===== src/rtl/ckrc_pkg.sv =====
package ckrc_pkg;

  localparam int NREG   = 9;
  localparam int REG_W  = 32;
  localparam int OFF_W  = 12;

  localparam logic [1:0] SIZE_WORD = 2'd2;

  typedef enum logic [3:0] {
    IX_OSC    = 4'd0,
    IX_CPLL0  = 4'd1,
    IX_DPLL0  = 4'd2,
    IX_DPLL1  = 4'd3,
    IX_EPLL0  = 4'd4,
    IX_EPLL1  = 4'd5,
    IX_CSEL   = 4'd6,
    IX_DEVRST = 4'd7,
    IX_MUXST  = 4'd8
  } reg_ix_e;

  // Bit positions shared by all PLL primary words
  localparam int PLL_FB_BIT   = 25;
  localparam int PLL_LOCK_BIT = 31;
  localparam int OSC_RDY_BIT  = 31;
  localparam int OSC_EN_BIT   = 30;

  localparam logic [REG_W-1:0] PLL0_FORCE =
    (REG_W'(1) << PLL_FB_BIT) | (REG_W'(1) << PLL_LOCK_BIT);
  localparam logic [REG_W-1:0] PLL0_INIT =
    REG_W'(1) | (REG_W'(31) << 6) | (REG_W'(3) << 15) | PLL0_FORCE;
  localparam logic [REG_W-1:0] OSC_FORCE = REG_W'(1) << OSC_RDY_BIT;
  localparam logic [REG_W-1:0] OSC_INIT  = OSC_FORCE | (REG_W'(1) << OSC_EN_BIT);

  function automatic logic [OFF_W-1:0] reg_offset(input int ix);
    case (ix)
      0:       return 12'h000;
      1:       return 12'h004;
      2:       return 12'h00C;
      3:       return 12'h010;
      4:       return 12'h01C;
      5:       return 12'h020;
      6:       return 12'h024;
      7:       return 12'h028;
      default: return 12'h02C;
    endcase
  endfunction

  function automatic logic [REG_W-1:0] reg_init(input int ix);
    case (ix)
      0:          return OSC_INIT;
      1, 2, 4:    return PLL0_INIT;
      6:          return REG_W'(1);
      default:    return '0;
    endcase
  endfunction

  function automatic logic [REG_W-1:0] reg_force(input int ix);
    case (ix)
      0:          return OSC_FORCE;
      1, 2, 4:    return PLL0_FORCE;
      default:    return '0;
    endcase
  endfunction

endpackage


===== src/rtl/ckrc_decode.sv =====
module ckrc_decode
  import ckrc_pkg::*;
#(
  parameter int ADDR_W = 12
) (
  input  logic [ADDR_W-1:0] paddr,
  input  logic [1:0]        psize,
  output logic [NREG-1:0]   hit,
  output logic              bad
);
  for (genvar i = 0; i < NREG; i++) begin : g_hit
    assign hit[i] = (paddr == ADDR_W'(reg_offset(i)));
  end

  // word size, word alignment and a mapped offset are all required
  assign bad = (psize != SIZE_WORD) || (paddr[1:0] != 2'b00) || (hit == '0);
endmodule


===== src/rtl/ckrc_reg.sv =====
module ckrc_reg #(
  parameter int              W     = 32,
  parameter logic [W-1:0]    INIT  = '0,
  parameter logic [W-1:0]    FORCE = '0
) (
  input  logic         clk,
  input  logic         rst,
  input  logic         we,
  input  logic [W-1:0] wd,
  output logic [W-1:0] q
);
  always_ff @(posedge clk) begin
    if (rst)     q <= INIT;
    else if (we) q <= wd | FORCE;
  end
endmodule


===== src/rtl/ckrc_rdmux.sv =====
module ckrc_rdmux
  import ckrc_pkg::*;
(
  input  logic [NREG-1:0]  sel,
  input  logic [REG_W-1:0] regs [NREG],
  output logic [REG_W-1:0] rd
);
  always_comb begin
    rd = '0;
    for (int i = 0; i < NREG; i++)
      if (sel[i]) rd = rd | regs[i];
  end
endmodule


===== src/rtl/ckrc_regs.sv =====
module ckrc_regs
  import ckrc_pkg::*;
#(
  parameter int ADDR_W = 12
) (
  input  logic              clk,
  input  logic              rst,
  input  logic              psel,
  input  logic              penable,
  input  logic              pwrite,
  input  logic [ADDR_W-1:0] paddr,
  input  logic [1:0]        psize,
  input  logic [31:0]       pwdata,
  output logic [31:0]       prdata,
  output logic              pready,
  output logic              pslverr,
  output logic [31:0]       osc_cfg,
  output logic [31:0]       core_pll_cfg0,
  output logic [31:0]       ddr_pll_cfg0,
  output logic [31:0]       ddr_pll_cfg1,
  output logic [31:0]       eth_pll_cfg0,
  output logic [31:0]       eth_pll_cfg1,
  output logic [31:0]       core_clk_sel,
  output logic [31:0]       dev_reset,
  output logic [31:0]       clkmux_status
);
  logic [NREG-1:0]  hit;
  logic             bad;
  logic             access;
  logic [REG_W-1:0] q [NREG];
  logic [REG_W-1:0] rd;
  logic [NREG-1:0]  rsel;

  ckrc_decode #(.ADDR_W(ADDR_W)) u_dec (
    .paddr (paddr),
    .psize (psize),
    .hit   (hit),
    .bad   (bad)
  );

  assign access = psel && penable;

  for (genvar i = 0; i < NREG; i++) begin : g_reg
    ckrc_reg #(
      .W     (REG_W),
      .INIT  (reg_init(i)),
      .FORCE (reg_force(i))
    ) u_reg (
      .clk (clk),
      .rst (rst),
      .we  (access && pwrite && !bad && hit[i]),
      .wd  (pwdata),
      .q   (q[i])
    );
  end

  assign rsel = (access && !pwrite && !bad) ? hit : '0;

  ckrc_rdmux u_mux (
    .sel  (rsel),
    .regs (q),
    .rd   (rd)
  );

  assign prdata  = rd;
  assign pready  = 1'b1;
  assign pslverr = access && bad;

  assign osc_cfg       = q[IX_OSC];
  assign core_pll_cfg0 = q[IX_CPLL0];
  assign ddr_pll_cfg0  = q[IX_DPLL0];
  assign ddr_pll_cfg1  = q[IX_DPLL1];
  assign eth_pll_cfg0  = q[IX_EPLL0];
  assign eth_pll_cfg1  = q[IX_EPLL1];
  assign core_clk_sel  = q[IX_CSEL];
  assign dev_reset     = q[IX_DEVRST];
  assign clkmux_status = q[IX_MUXST];
endmodule


===== config.mk =====
export PLATFORM = sky130hd
export DESIGN_NAME = ckrc_regs
export DESIGN_NICKNAME = d
export VERILOG_FILES = /design/src/rtl/ckrc_pkg.sv /design/src/rtl/ckrc_decode.sv /design/src/rtl/ckrc_reg.sv /design/src/rtl/ckrc_rdmux.sv /design/src/rtl/ckrc_regs.sv
export SDC_FILE = /design/constraint.sdc
export NUM_CORES = 1
export LEC_CHECK = 0
export BUFFER_PORTS_ARGS = -buffer_cell sky130_fd_sc_hd__buf_4
export CAP_MARGIN = 20
export CELL_PAD_IN_SITES_DETAIL_PLACEMENT = 0
export CELL_PAD_IN_SITES_GLOBAL_PLACEMENT = 1
export CORE_UTILIZATION = 33
export CTS_CLUSTER_SIZE = 25
export DETAILED_ROUTE_END_ITERATION = 6
export PLACE_DENSITY = 0.73
export SLEW_MARGIN = 20
export SYNTH_ARGS = -nofsm -noshare
export SYNTH_HDL_FRONTEND = slang
export SYNTH_SLANG_ARGS = --single-unit

===== constraint.sdc =====
create_clock -name clk -period 3.1 [get_ports clk]
set_clock_uncertainty 0.15 [all_clocks]
set_input_delay 0.62 -clock clk [delete_from_list [all_inputs] [get_ports clk]]
set_output_delay 0.62 -clock clk [all_outputs]
set_load 0.01 [all_outputs]

==> flow_metrics.py <==
metrics = {
    "critical_path": {
        "crit_required_ps": 2330,
        "slowest_stage": "or4_4",
        "path_common_cell": "buf_6",
        "max_stage_delay_ps": 580,
        "crit_path_end_kind": "output port",
        "critPathTopFamily": "simple AND/OR/NAND/NOR gates",
        "path_cells": "buf_6 > or4_4 > nor4_4 > buf_6 > buf_6 > nand2_8 > o2111ai_4 > buf_6",
        "crit_type": "primary input to output port",
        "critical_path_arrival_ps": 2540,
        "cp-start-kind": "primary input",
        "critPathBufInv": 4,
        "crit_path_max_fanout": 5,
    },
    "synth": {
        "synthSimpleGateAreaFrac_pct": 27.3,
        "postSynth.topFlopCell": "dfxtp_1",
        "yosys.area.top_type": "dfxtp_1",
        "synth_top_family_by_area": "simple AND/OR/NAND/NOR gates",
        "synth_compound_area_share_pct": 19.3,
        "synth-seq-area-share_pct": 44.9,
        "synth_area_leaders": "dfxtp_1, nand2_1, a21oi_1, clkbuf_1, nand3_1",
        "synth.top_cell.area_share_pct": 44.9,
        "syn_area_mm2": 0.0125,
        "async_flop_share_pct": 0,
        "yosys.area_share.adder_pct": 0,
        "yosys.cell_count.top_type": "nand2_1",
        "synth_area_per_cell_um2": 7.52,
        "synth_commonest_cells": "nand2_1, dfxtp_1, a21oi_1",
        "synth_cell_types": 66,
        "ys_warn_count": 0,
        "synth_edf_count": 0,
        "yosys.area_share.xor_xnor_pct": 0,
        "yosys-mux-area-fraction_pct": 2.46,
        "synth-seq-cells": 281,
        "syn_inst": 1666,
    },
    "cts": {
        "holdBufCountCts": 0,
        "path_clk_slew_ps": 60,
        "cts_buffer_depth": 3,
        "cts_sinks": 281,
        "cts_max_level": 1,
        "cts_tree": "yes",
        "insertion_delay_ps": 570,
        "cts_inserted_buffers": 31,
        "cts_root_buf": "clkbuf_16",
    },
    "worst_hold_path": {
        "hp-class": "primary input to register",
    },
    "routing": {
        "detail_route.wl_per_cell_um": 24.7,
        "first_iter_violations": 1485,
        "drtAntennaViolNets": 0,
        "firstDrtPassIters": 5,
        "vias_per_cell": 5.46,
        "routed_wl_mm": 65.5,
        "drc": 0,
        "via_count": 14500,
    },
    "placed_design": {
        "dpl.hpwl_mm": 45.5,
        "place_ws_ps": -387,
        "io_buffers": 364,
        "place_congestion": 0.919,
        "placedCellCount": 2563,
    },
    "global_routing": {
        "busiest_layer": "met2",
        "overflow": 0,
        "grt_usage_pct": 32.6,
        "use_met1_pct": 43.3,
        "grt_max_degree": 99,
        "grt_pass1_vias": 13600,
        "grt_first_pass_wirelength_mm": 92.8,
        "grt_util_met3_pct": 5.17,
        "antenna_found_initial": 0,
        "grt.met2_usage_pct": 53.1,
    },
    "timing": {
        "fin_crit_ps": 3310,
        "setup_ws_ps": -215,
        "slew_headroom_pct": 48.1,
        "hold_viol_final": 0,
        "slew_violations": 0,
        "rsz0062_at_grt": "true",
        "hold_ws_ps": 164,
        "setup_viol": 32,
        "max_clock_freq_mhz": 302,
        "layout_worst_path_cycle_share_pct": 107,
        "worstMarginPinSlew_ps": 779,
    },
    "power_and_ir_drop": {
        "p_leak_nw": 7.64,
        "seqPwrFrac_pct": 47.5,
        "p_sw_w": 0.00186,
        "ir_drop_mv": 0.411,
        "swShare_pct": 24.5,
        "p_int_w": 0.00574,
        "powerDensity_mw_per_mm2": 396,
        "pwr-share-comb_pct": 5.9,
        "p_clk_share_pct": 46.6,
    },
    "die": {
        "std_cell_rows": 71,
        "die_width_um": 197,
        "dieArea_mm2": 0.0388,
        "ios": 373,
        "start_util_pct": 33.4,
        "core_mm2": 0.0375,
        "die_h_um": 197,
    },
    "layout": {
        "fin_cells": 2647,
        "fin_util_pct": 51.2,
        "largest_register_ffs": 281,
        "top_register": "g.u_reg.q",
        "diodes": 0,
        "drive_above_1_share_pct": 34.9,
        "nets": 2165,
        "area_growth_pct": 53.1,
        "reg_top3": "g.u_reg.q (281)",
    },
    "outcome": {
        "violations": "setup timing",
        "outcome": "complete, but fails checks",
    },
    "job": {
        "cap_violations": 0,
    },
}
power by group through the flow:
stage | logic, W | clock network [W] | registers (W)
floorplan | 0.000189 | 0 | 0.00369
global route | 0.000464 | 0.00372 | 0.00361
global placement | 0.000397 | 0 | 0.00369
detailed placement | 0.000398 | 0 | 0.00369
finish | 0.000448 | 0.00354 | 0.00361
CTS | 0.000419 | 0.00357 | 0.00361
final timing paths:
kind,cells past startpoint,startpoint,to,slack [ps]
setup / recovery,8,paddr[9],prdata[29],-210
hold / removal,3,pwdata[31],g_reg[3].u_reg.q[31]$_SDFFE_PP0P_,160
setup reg to reg,2,g_reg[7].u_reg.q[31]$_SDFFE_PP0P_,g_reg[7].u_reg.q[31]$_SDFFE_PP0P_,2180
hold reg to reg,2,g_reg[5].u_reg.q[24]$_SDFFE_PP0P_,g_reg[5].u_reg.q[24]$_SDFFE_PP0P_,320
through the flow:
step	setup TNS [ps]	instance area [um^2]	power, W
after detailed placement	-18100	17200	0.00409
after CTS	-4030	18800	0.00760
final	-4620	19200	0.00760
after global placement	-16230	17200	0.00409
after global routing	-5740	19200	0.00779
after floorplan	-73.5	12700	0.00388
what timing repair did:
item	CTS	global route
gates cloned	3	0
setup endpoints to repair	32	32
resized for setup	104	65
pin swaps	26	27
setup buffers	14	13
cell families after synthesis:
kind of cell / Yosys count
AND/OR/NAND/NOR: 784
AO/OA/AOI/OAI: 400
buffers and inverters: 170
other: 1
flip-flops: 281
multiplexers: 30
cell usage in the layout, fill, tap and decap left out, types with 6 or more instances in the layout:
master,count
nand2_1,596
buf_4,474
dfxtp_1,281
a21oi_1,268
buf_6,59
nand3_1,41
buf_12,37
clkbuf_16,31
nand3b_1,28
mux2i_1,24
a22oi_1,23
a22o_1,19
nand3_2,14
nand2_2,14
nor2_1,12
clkinv_2,11
a2bb2oi_1,9
o2111ai_4,8
conb_1,8
nor4_4,7
nor3_4,7
a222oi_1,7
clkbuf_8,7
o21ai_0,6
mux2_2,6
layout make-up:
cell class,instances,area [um^2]
fillers,3639,18300
multi-input cells,1223,6900
clock inverters,13,71.3
flip-flops and latches,281,5630
repair buffers,577,5080
clock buffers,42,877
well taps,511,639
worst min-delay path: stages:
cell	delay, ps
buf_4	130
nand2_1	50
a21oi_1	50
per-layer routing:
| metal | wire (um) | part of all wire (%) |
|---|---|---|
| met1 | 27100 | 41 |
| met2 | 30600 | 47 |
| met3 | 5420 | 8.3 |
| met4 | 2300 | 3.5 |
| met5 | 0 | 0 |
(Power assumes the default switching activity.)
